$ cat config.mk
export PLATFORM = sky130hd
export DESIGN_NAME = sport_csr
export DESIGN_NICKNAME = d
export VERILOG_FILES = /design/src/rtl/sport_csr_pkg.sv /design/src/rtl/sport_decode.sv /design/src/rtl/sport_tx_side.sv /design/src/rtl/sport_rx_side.sv /design/src/rtl/sport_csr.sv
export SDC_FILE = /design/constraint.sdc
export NUM_CORES = 1
export LEC_CHECK = 0
export BUFFER_PORTS_ARGS = -buffer_cell sky130_fd_sc_hd__buf_2
export CAP_MARGIN = 20
export CORE_AREA = 2 2 65 114
export CTS_CLUSTER_DIAMETER = 60
export DETAILED_ROUTE_END_ITERATION = 8
export DIE_AREA = 0 0 67 116
export MAX_ROUTING_LAYER = met4
export PLACE_DENSITY = 0.81
export SLEW_MARGIN = 30
export SYNTH_ARGS = -nofsm -noshare
export SYNTH_HDL_FRONTEND = slang
export SYNTH_SLANG_ARGS = --single-unit
$ cat constraint.sdc
create_clock -name clk -period 3.6 [get_ports clk]
set_input_delay 0.54 -clock clk [delete_from_list [all_inputs] [get_ports clk]]
set_output_delay 0.54 -clock clk [all_outputs]
set_load 0.005 [all_outputs]
$ cat src/rtl/sport_csr_pkg.sv
package sport_csr_pkg;
  localparam int OFF_RX  = 0;
  localparam int OFF_TX  = 1;
  localparam int OFF_ST  = 2;
  localparam int OFF_CTL = 3;
  localparam int OFF_DIV = 4;
  localparam int OFF_EOP = 5;
  localparam int NREG    = 6;

  localparam int BIT_TRDY = 6;
  localparam int BIT_RRDY = 7;

  // interrupt condition from the two flag/enable pairs
  function automatic logic ready_irq(input logic st_t, input logic st_r,
                                     input logic en_t, input logic en_r);
    return (st_t & en_t) | (st_r & en_r);
  endfunction

  // next value of a flag: a clearing event beats a setting event
  function automatic logic flag_next(input logic cur, input logic clr, input logic set);
    return clr ? 1'b0 : (set ? 1'b1 : cur);
  endfunction
endpackage

$ cat src/rtl/sport_decode.sv
module sport_decode #(
  parameter int ADDR_W = 4,
  parameter int NSEL   = 6
) (
  input  logic [ADDR_W-1:0] addr,
  input  logic              we,
  input  logic              re,
  output logic [NSEL-1:0]   wr_sel,
  output logic [NSEL-1:0]   rd_sel
);
  for (genvar i = 0; i < NSEL; i++) begin : g_sel
    logic hit;
    assign hit       = (int'(addr) == i);
    assign wr_sel[i] = we & hit;
    assign rd_sel[i] = re & hit;
  end
endmodule

$ cat src/rtl/sport_tx_side.sv
module sport_tx_side #(
  parameter int CHAR_W = 9
) (
  input  logic              clk,
  input  logic              rst_n,
  input  logic              load,
  input  logic [CHAR_W-1:0] wchar,
  input  logic              tx_ready,
  output logic              pend,
  output logic              done,
  output logic [CHAR_W-1:0] data_q
);
  assign done = pend & tx_ready;

  always_ff @(posedge clk) begin
    if (!rst_n) begin
      pend   <= 1'b0;
      data_q <= '0;
    end else begin
      if (load) begin
        pend   <= 1'b1;
        data_q <= wchar;
      end else if (done) begin
        pend   <= 1'b0;
      end
    end
  end
endmodule

$ cat src/rtl/sport_rx_side.sv
module sport_rx_side #(
  parameter int CHAR_W = 9
) (
  input  logic              clk,
  input  logic              rst_n,
  input  logic              strobe,
  input  logic [CHAR_W-1:0] rchar,
  input  logic              drain,
  output logic              pend,
  output logic              take,
  output logic [CHAR_W-1:0] data_q
);
  assign take = strobe & ~pend & ~drain;

  always_ff @(posedge clk) begin
    if (!rst_n) begin
      pend   <= 1'b0;
      data_q <= '0;
    end else begin
      pend <= sport_csr_pkg::flag_next(pend, drain, take);
      if (take) data_q <= rchar;
    end
  end
endmodule

$ cat src/rtl/sport_csr.sv
module sport_csr #(
  parameter int ADDR_W = 4,
  parameter int DATA_W = 32,
  parameter int CHAR_W = 9,
  parameter int FLAG_W = 13,
  parameter int DIV_W  = 16
) (
  input  logic              clk,
  input  logic              rst_n,
  input  logic [ADDR_W-1:0] bus_addr,
  input  logic [DATA_W-1:0] bus_wdata,
  input  logic              bus_we,
  input  logic              bus_re,
  output logic [DATA_W-1:0] bus_rdata,
  output logic              tx_valid,
  input  logic              tx_ready,
  output logic [CHAR_W-1:0] tx_byte,
  input  logic              rx_strobe,
  input  logic [CHAR_W-1:0] rx_byte,
  output logic              irq
);
  import sport_csr_pkg::*;

  localparam logic [FLAG_W-1:0] ST_RESET = FLAG_W'(1) << BIT_TRDY;

  logic [NREG-1:0]   wr_sel, rd_sel;
  logic              tx_load, tx_done, tx_pend;
  logic              rx_take, rx_drain, rx_pend;
  logic [CHAR_W-1:0] tx_q, rx_q;
  logic [FLAG_W-1:0] st_q, st_d, ctl_q;
  logic [DIV_W-1:0]  div_q;
  logic [CHAR_W-1:0] eop_q;
  logic [DATA_W-1:0] rd_val, rdata_q;

  sport_decode #(.ADDR_W(ADDR_W), .NSEL(NREG)) u_dec (
    .addr(bus_addr), .we(bus_we), .re(bus_re), .wr_sel(wr_sel), .rd_sel(rd_sel)
  );

  assign tx_load  = wr_sel[OFF_TX];
  assign rx_drain = rd_sel[OFF_RX];

  sport_tx_side #(.CHAR_W(CHAR_W)) u_tx (
    .clk(clk), .rst_n(rst_n), .load(tx_load), .wchar(bus_wdata[CHAR_W-1:0]),
    .tx_ready(tx_ready), .pend(tx_pend), .done(tx_done), .data_q(tx_q)
  );

  sport_rx_side #(.CHAR_W(CHAR_W)) u_rx (
    .clk(clk), .rst_n(rst_n), .strobe(rx_strobe), .rchar(rx_byte),
    .drain(rx_drain), .pend(rx_pend), .take(rx_take), .data_q(rx_q)
  );

  // status: host write first, then hardware flag events on top
  always_comb begin
    st_d = st_q;
    if (wr_sel[OFF_ST]) st_d = bus_wdata[FLAG_W-1:0];
    st_d[BIT_TRDY] = flag_next(st_d[BIT_TRDY], tx_load, tx_done);
    st_d[BIT_RRDY] = flag_next(st_d[BIT_RRDY], rx_drain, rx_take);
  end

  always_ff @(posedge clk) begin
    if (!rst_n) begin
      st_q  <= ST_RESET;
      ctl_q <= '0;
      div_q <= '0;
      eop_q <= '0;
    end else begin
      st_q <= st_d;
      if (wr_sel[OFF_CTL]) ctl_q <= bus_wdata[FLAG_W-1:0];
      if (wr_sel[OFF_DIV]) div_q <= bus_wdata[DIV_W-1:0];
      if (wr_sel[OFF_EOP]) eop_q <= bus_wdata[CHAR_W-1:0];
    end
  end

  always_comb begin
    rd_val = '0;
    if (rd_sel[OFF_RX])  rd_val = DATA_W'(rx_q);
    if (rd_sel[OFF_TX])  rd_val = DATA_W'(tx_q);
    if (rd_sel[OFF_ST])  rd_val = DATA_W'(st_q);
    if (rd_sel[OFF_CTL]) rd_val = DATA_W'(ctl_q);
    if (rd_sel[OFF_DIV]) rd_val = DATA_W'(div_q);
    if (rd_sel[OFF_EOP]) rd_val = DATA_W'(eop_q);
  end

  always_ff @(posedge clk) begin
    if (!rst_n)      rdata_q <= '0;
    else if (bus_re) rdata_q <= rd_val;
  end

  assign bus_rdata = rdata_q;
  assign tx_valid  = tx_pend;
  assign tx_byte   = tx_q;
  assign irq       = ready_irq(st_q[BIT_TRDY], st_q[BIT_RRDY],
                               ctl_q[BIT_TRDY], ctl_q[BIT_RRDY]);
endmodule

After elaboration in Yosys (flattened, before gate mapping)
Cells that the tools add are included.

Register bits after elaboration: 103. Latch bits: 0. Memory bits (writable): 0. Bits in read-only memories: 0. Input bits: 51. Output and inout port bits: 43. Logic and storage cells: 53. Memories: 0.

Add/subtract/negate cells: 0. Multiply operators: 0. Div/mod/pow operators: 0. Magnitude comparators: 0. Equal/unequal tests: 5. Shift-type cells: 0. Mux-type cells: 12. Bitwise gates (word level): 20. Reductions and logical operators: 5.

Operator list (number): $mux 32 (5); $and 1x1->1 (16); $mux 9 (1); $eq 4x3->1 const B (2); $eq 4x4->1 const B (2); $mux 8 (1); $mux 1 (5); $eq 4x2->1 const B (1); $logic_not 4->1 (1); $reduce_bool 2->1 (2); $not 1->1 (3); $reduce_bool 3->1 (1); $reduce_or 2->1 (1); $or 1x1->1 (1).

Logic depth before layout (Yosys ltp)
Gate-level depths: netlist (run 1).

Word-level depth: 8. Mapped depth: 7. Gate-level depth less buffers: 4.

Hierarchy
A second synthesis (run 1) with hierarchy kept.

Cells, all modules: 438. Area, all modules: 4196.5 sq um.

Modules (own cells, without submodules): sport_csr (instances 1, cells each 344, area each 3290.7 sq um); sport_rx_side (instances 1, cells each 43, area each 407.9 sq um); sport_tx_side (instances 1, cells each 32, area each 377.9 sq um); sport_decode (instances 1, cells each 19, area each 120.1 sq um).

Least setup slack after synthesis (run 1)
OpenSTA, ideal clock, no wires.

Path type: input -> register. From: in bus_addr[1]. To: reg u_rx.data_q[0]. Library setup time: 0.128 ns. Arrival: 1.689 ns. Path slack: 1.784 ns. Stages: 6. Path buffers: 2. Path through: buf_6 -> or4b_4 -> o21ai_2 -> buf_6 -> mux2i_1 -> nor2_1.

Cells in the longest elaborated chain, start to end: 4.

Ends and longest elaborated chain: from (decl) (RTL line sport_csr.sv:10) `input logic [ADDR_W-1:0] bus_addr,`; $logic_not 4->1 (RTL line sport_decode.sv:13) `assign hit = (int'(addr) == i);`; $and 1x1->1 (RTL line sport_decode.sv:15) `assign rd_sel[i] = re & hit;`; $not 1->1 (RTL line sport_rx_side.sv:13) `assign take = strobe & ~pend & ~drain;`; $and 1x1->1 (RTL line sport_rx_side.sv:13); to (signal assigned) (RTL line sport_rx_side.sv:21) `if (take) data_q <= rchar;`; to (decl) (RTL line sport_rx_side.sv:11) `output logic [CHAR_W-1:0] data_q`.

Every way passes these cells. A chain may end at the register's enable or synchronous reset.

Worst setup path in the final report (run 1)
Ends and elaborated chain as after synthesis.

==> impl_metrics.yaml, run 1 <==
outcome:
  status: "finished, final reports clean"
setup_path:
  critPathBufInv: 1
  crit_arrival_ns: 2.30
  critPathKind: "input pin to flip-flop"
  crit_required_ns: 3.80
  worstReg2RegEnd: "u_rx.data_q[0]"
  max_stage_delay_ns: 0.66
  reg2reg_slack_ns: 2.45
  path_cells: "buf_2 -> or4b_4 -> o21ai_2 -> mux2i_1 -> nor2_1"
  worstRegToRegCells: 4
  critPathMaxFanout: 11
  startpoint_type: "input pin"
  cpMaxStageDelayCell: "or4b_4"
  worst-path-stages: 5
  cp_top_family: "simple AND/OR/NAND/NOR gates"
  reg2reg_from: "u_rx.pend"
  endpoint_kind: "flip-flop"
timing:
  fmax_ghz: 0.4754
  setup_ws_ns: 1.497
  skew_ns: 0.006795
  tightestPinTransition_ns: 0.9165
  final.min_clock_period_ns: 2.103
  report.final.slew_viol_count: 0
  slew_headroom_pct: 38.90
  fin_crit_sh_pct: 58.43
  setup_viol: 0
  rsz0062_at_grt: "false"
  fin_tns_setup_ns: 0
  hold_viol_final: 0
drt:
  drtIter0Drc: 243
  drtAntennaViolNets: 0
  routed-via-count: 3023
  vias_per_cell: 5.704
  drc_errors: 0
  avgRoutedWirePerCell_um: 16.72
  drt_wl_total_mm: 8.860
  drtPass1Iterations: 5
placed_design:
  portBuffers: 61
  post-place-ws_ns: 1.041
  hpwl_mm: 6.023
  placed_area_um2: 3930
  gp_congestion: 0.8009
clock_tree:
  cts_max_path_buffers: 2
  clockRootBuffer: "clkbuf_16"
  h-tree-depth: 3
  tritoncts: "built"
  clock_latency_ns: 0.34
  cts_buffers: 9
  cts_setup_buffers: 0
  cts_resized: 0
  cts.sinks: 87
  clk_pin_slew_worst_paths_ns: 0.06
  cts_hold_buf: 0
synth:
  ys_top_cells_by_area: "dfxtp_1 (47%), mux2i_1 (20%), nor2_1 (6.6%)"
  synth-seq-cells: 87
  synthMuxAreaShare_pct: 20.37
  synth_fa_ha_area_share_pct: 0
  yosys_most_used_dff: "dfxtp_1"
  netlist_area_um2: 3686
  synth_area_per_cell_um2: 9.379
  synth_top_area_share_pct: 47.25
  yosysUniqueCellTypes: 35
  synthXorXnorAreaFrac_pct: 0
  synth-edff-count: 0
  ys_warn_count: 0
  seq_area_frac_synth_pct: 47.25
  synth_top_family_by_area: "multiplexers"
  synthTopCellsByCount: "dfxtp_1 (87), mux2i_1 (75), nor2_1 (65)"
  synth_top_cell_by_area: "dfxtp_1"
  synthArstFlopShare_pct: 0
  synth-simple-area-share_pct: 13.54
  yosysMostFrequentCell: "dfxtp_1"
  synth_compound_area_share_pct: 11.27
  syn_inst: 393
power:
  p_int_uw: 1588
  swShare_pct: 22.73
  leakage_uw: 0.001894
  clock_power_share_pct: 45.2
  pwr-share-seq_pct: 48.2
  cellPowerDensity_nw_per_um2: 485.6
  p_comb_share_pct: 6.6
  p_switching_uw: 467.1
  power.total_uw: 2055
  max-vdd-ir-drop_mv: 0.3192
die:
  die_w_um: 67
  core_um2: 6807
  start_util_pct: 54.15
  rows: 40
  dieArea_um2: 7772
  io-pin-count: 94
  die_height_um: 116
grt:
  grt.busiest_layer: "met2"
  grt_max_degree: 46
  met3_usage_pct: 6.311
  met2_usage_pct: 43.96
  grt_pass1_vias: 3013
  track_usage_pct: 25.97
  grt_antenna_before_repair: 0
  grt_pass1_wl_mm: 14.37
  met1_usage_pct: 26.75
  grt_overflow: 0
finish:
  fillers: 585
  nets: 492
  syn_to_final_growth_pct: 14.80
  antennaDiodeCount: 0
  fin_util_pct: 62.17
  drive_gt1_share_pct: 19.06
  design_area_um2: 4232
worst_hold_path:
  min_path_cells: 3
  hold_path.startpoint: "bus_wdata[13]"
  whs_endpoint: "div_q[13]"
  hold_path_class: "input pin to flip-flop"
flow_run:
  max-cap-violations: 0
-- tightest hold or removal path, stage by stage --
cell	delay [ns]
buf_2	0.10
nand2_1	0.05
a21oi_1	0.05
-- cells by family (layout without fill, tap and decap cells) --
| kind of cell | Yosys count | in the layout |
|---|---|---|
| AOI/OAI and AO/OA | 66 | 66 |
| buffers and inverters | 48 | 86 |
| other | 1 | 16 |
| and+or+nand+nor | 116 | 116 |
| muxes | 75 | 75 |
| DFF | 87 | 87 |
-- routing by layer --
| metal | vias up | part of all wire (%) |
|---|---|---|
| met1 | 1454 | 38 |
| met4 | 0 | 4.2 |
| met3 | 27 | 4.3 |
| met5 | - | 0 |
| li1 | 1436 | - |
| met2 | 106 | 53 |
-- cell type report --
| type | instances | area, µm² | share of cell area (%) |
|---|---|---|---|
| flip-flops and latches | 87 | 1742 | 41.16 |
| multi-input cells | 273 | 1725 | 40.77 |
| repair buffers | 66 | 345.3 | 8.161 |
| clock buffers | 11 | 242.7 | 5.736 |
| well taps | 84 | 105.1 | 2.484 |
| clock inverters | 5 | 56.30 | 1.331 |
| inverters | 4 | 15.01 | 0.3548 |
-- registers in the layout, summed over array words and instances, names as in the netlist --
register / count
u_rx.data_q: 9
u_tx.pend: 1
eop_q: 9
u_rx.pend: 1
ctl_q: 13
u_tx.data_q: 9
st_q: 13
bus_rdata: 16
div_q: 16
-- power by group through the flow --
| stage | Combinational (µW) | Sequential, µW | Clock (µW) |
|---|---|---|---|
| 6_report | 136 | 991 | 928 |
| 4_1_cts | 135 | 990 | 939 |
| 3_5_place_dp | 135 | 1010 | 0 |
| 5_1_grt | 150 | 992 | 973 |
| 3_3_place_gp | 131 | 1010 | 0 |
| 2_1_floorplan | 99.5 | 1010 | 0 |
-- cells in the final DEF, fill, tap and decap left out, types with 4 or more instances in the layout --
master,synthesis,routed
a221oi_1,4,4
nand2_1,35,35
clkbuf_16,0,9
conb_1,1,16
o22ai_1,16,16
buf_4,18,6
a21oi_1,28,28
mux2i_1,75,75
buf_2,9,60
dfxtp_1,87,87
nor2_1,65,65
a32oi_1,8,8
-- how the worst max path moves through the flow --
stage	start	to
after floorplan	bus_addr[1]	u_rx.data_q[0]
after global placement	bus_addr[0]	st_q[7]
after detailed placement	bus_addr[0]	st_q[7]
after CTS	bus_addr[0]	st_q[7]
after global routing	bus_addr[1]	u_rx.data_q[3]
final	bus_addr[1]	u_rx.data_q[0]
-- metrics by stage --
stage / std cells / hold WS (ns)
floorplan: 408 / 0.4357
global placement: 514 / 0.4414
detailed placement: 514 / 0.4498
CTS: 530 / 0.4276
global route: 530 / 0.4420
finish: 530 / 0.4328
Power figures use the tool's default switching activity.
==> run 2: changes to the inputs <==
--- a/config.mk
+++ b/config.mk
@@ -5,14 +5,15 @@
 export SDC_FILE = /design/constraint.sdc
 export NUM_CORES = 1
 export LEC_CHECK = 0
+export ABC_AREA = 1
 export BUFFER_PORTS_ARGS = -buffer_cell sky130_fd_sc_hd__buf_2
 export CAP_MARGIN = 20
-export CORE_AREA = 2 2 65 114
+export CORE_AREA = 2 2 68 119
 export CTS_CLUSTER_DIAMETER = 60
 export DETAILED_ROUTE_END_ITERATION = 8
-export DIE_AREA = 0 0 67 116
+export DIE_AREA = 0 0 70 121
 export MAX_ROUTING_LAYER = met4
-export PLACE_DENSITY = 0.81
+export PLACE_DENSITY = 0.77
 export SLEW_MARGIN = 30
 export SYNTH_ARGS = -nofsm -noshare
 export SYNTH_HDL_FRONTEND = slang
==> constraint.sdc (replaced) <==
create_clock -name clk -period 2.2 [get_ports clk]
set_input_delay 0.33 -clock clk [delete_from_list [all_inputs] [get_ports clk]]
set_output_delay 0.33 -clock clk [all_outputs]
set_load 0.005 [all_outputs]
==> run 2 against run 1 <==
Effect of this change: global-route usage fell by 2.2 points; first-iteration DRC count rose by 35%; clock skew fell by 0.00075 ns; setup slack got worse by 0.79 ns; final cell count rose by 27%; non-clock buffer count rose by 5; sequential share of layout area fell by 1.9 points; utilization fell by 2.7 points; cell area rose by 4.9%; count of clock-buffer cells in the layout fell by 1; synthesized area rose by 5.4%.
==> impl_metrics.yaml, run 2 <==
outcome:
  status: "finished, final reports clean"
worst_hold_path:
  min_path_cells: 3
  hold_path_class: "input pin to flip-flop"
finish:
  drive_gt1_share_pct: 18.40
  design_area_um2: 4438
  antennaDiodeCount: 0
  area.sequential_um2: 1742
  syn_to_final_growth_pct: 14.24
  fillers: 730
  multiInputGateArea_um2: 1627
  final_cell_mix: "nor2_1 (87), dfxtp_1 (87), inv_1 (62)"
  nets: 633
die:
  io-pin-count: 94
  core_um2: 7462
  dieArea_um2: 8470
  die_height_um: 121
  rows: 42
  die_w_um: 70
  start_util_pct: 52.06
synth:
  synthArstFlopShare_pct: 0
  ys_top_cells_by_area: "dfxtp_1 (45%), nor2_1 (8.4%), a21oi_1 (7.1%)"
  synth-seq-cells: 87
  synth-edff-count: 0
  seq_area_frac_synth_pct: 44.83
  synth_top_area_share_pct: 44.83
  syn_inst: 534
  yosys_most_used_dff: "dfxtp_1"
  synth_top_cell_by_area: "dfxtp_1"
  synthTopCellsByCount: "dfxtp_1 (87), nor2_1 (87), inv_1 (62)"
  yosysUniqueCellTypes: 27
  netlist_area_um2: 3885
  synth_area_per_cell_um2: 7.275
  ys_warn_count: 0
timing:
  report.final.slew_viol_count: 0
  setup_viol: 0
  fin_crit_sh_pct: 68.00
  skew_ns: 0.006045
  fmax_ghz: 0.6685
  hold_viol_final: 0
  tightestPinTransition_ns: 0.6441
  fin_tns_setup_ns: 0
  slew_headroom_pct: 57.01
  rsz0062_at_grt: "false"
  final.min_clock_period_ns: 1.496
placed_design:
  portBuffers: 61
  hpwl_mm: 6.768
  placed_area_um2: 4124
  gp_congestion: 0.8942
clock_tree:
  clk_pin_slew_worst_paths_ns: 0.06
  cts.sinks: 87
  clockRootBuffer: "clkbuf_16"
  cts_max_path_buffers: 2
  cts_setup_buffers: 0
  cts_hold_buf: 0
  cts_buffers: 9
  h-tree-depth: 3
  clock_latency_ns: 0.34
  cts_resized: 0
  tritoncts: "built"
power:
  cellPowerDensity_nw_per_um2: 800.6
  leakage_uw: 0.001921
  max-vdd-ir-drop_mv: 0.6062
  power.total_uw: 3553
flow_run:
  max-cap-violations: 0
grt:
  grt_max_degree: 35
  grt_overflow: 0
  grt_pass1_wl_mm: 15.44
  grt_antenna_before_repair: 0
  grt_pass1_vias: 3205
  track_usage_pct: 23.78
setup_path:
  crit_arrival_ns: 1.73
  reg2reg_slack_ns: 1.12
  critPathKind: "input pin to flip-flop"
  worstRegToRegCells: 5
  critPathMaxFanout: 12
  startpoint_type: "input pin"
  endpoint_kind: "flip-flop"
  crit_required_ns: 2.43
drt:
  drc_errors: 0
  drtIter0Drc: 327
  drt_wl_total_mm: 9.602
  avgRoutedWirePerCell_um: 14.23
  drtPass1Iterations: 4
  drtAntennaViolNets: 0
  routed-via-count: 3514
  vias_per_cell: 5.206
run 2: cell types whose count changed after synthesis, sizes merged, moves of 3 or more:
cell    before  now
inv          4   70
nand4        1   27
o22ai       16    5
a221oi       4    0
nand2       35   61
a22oi        3    0
buf         30   35
o21ai        4   66
nor2        65   91
a21oi       28   59
mux2i       75    0
nand3        1   14
a32oi        8    0
run 2: metal layers:
metal	share of wire, %	wire, µm	GRT usage [%]	up-vias
met5	0	0	-	-
met4	3.6	348	13.10	0
li1	-	-	-	1791
met1	38	3670	25.39	1593
met2	53	5111	41.73	110
met3	4.9	472	3.571	20
run 2: where the power goes:
part / total (µW) / switching (µW) / leakage [µW] / internal, µW
clock: 1610 / 622 / 0.000148 / 990
sequential: 1650 / 23.5 / 0.000707 / 1630
combinational: 292 / 192 / 0.00107 / 99.9
total: 3550 / 837 / 0.00192 / 2720
run 2: layout make-up:
class | count | area share [%]
Timing Repair Buffer | 71 | 8.571
Sequential cell | 87 | 39.24
Clock inverter | 6 | 1.917
Multi-Input combinational cell | 343 | 36.65
Clock buffer | 10 | 5.159
Tap cell | 88 | 2.481
Inverter | 70 | 5.977
run 2: worst paths after layout:
check	from	end
min reg2reg	ctl_q[0]	ctl_q[0]
max	bus_addr[1]	div_q[11]
max reg2reg	u_rx.pend	u_rx.data_q[0]
min	rx_byte[5]	u_rx.data_q[5]
run 2: worst max-delay path, stage by stage:
cell	delay [ns]
buf_2	0.13
nor2_2	0.43
nand3_2	0.34
buf_4	0.29
o21ai_1	0.15
a21oi_1	0.06
run 2: cell families (layout without fill, tap and decap cells):
group | count (synthesis) | after routing | share of synthesized area (%)
compound gates | 134 | 134 | 18.20
buf+inv | 119 | 157 | 14.75
flops | 87 | 87 | 44.83
other cells | 1 | 16 | 0.09653
simple gates | 193 | 193 | 22.13
run 2: metrics by stage:
| stage | setup slack, ns | util, % | hold slack [ns] | std cells |
|---|---|---|---|---|
| final | 0.7041 | 59.47 | 0.2166 | 675 |
| after global routing | 0.5694 | 59.47 | 0.2280 | 675 |
| after CTS | 0.7129 | 59.47 | 0.2139 | 675 |
| after detailed placement | 0.3673 | 55.26 | 0.4379 | 659 |
| after global placement | 0.4049 | 55.26 | 0.4312 | 659 |
| after floorplan | 0.9904 | - | 0.4232 | 549 |
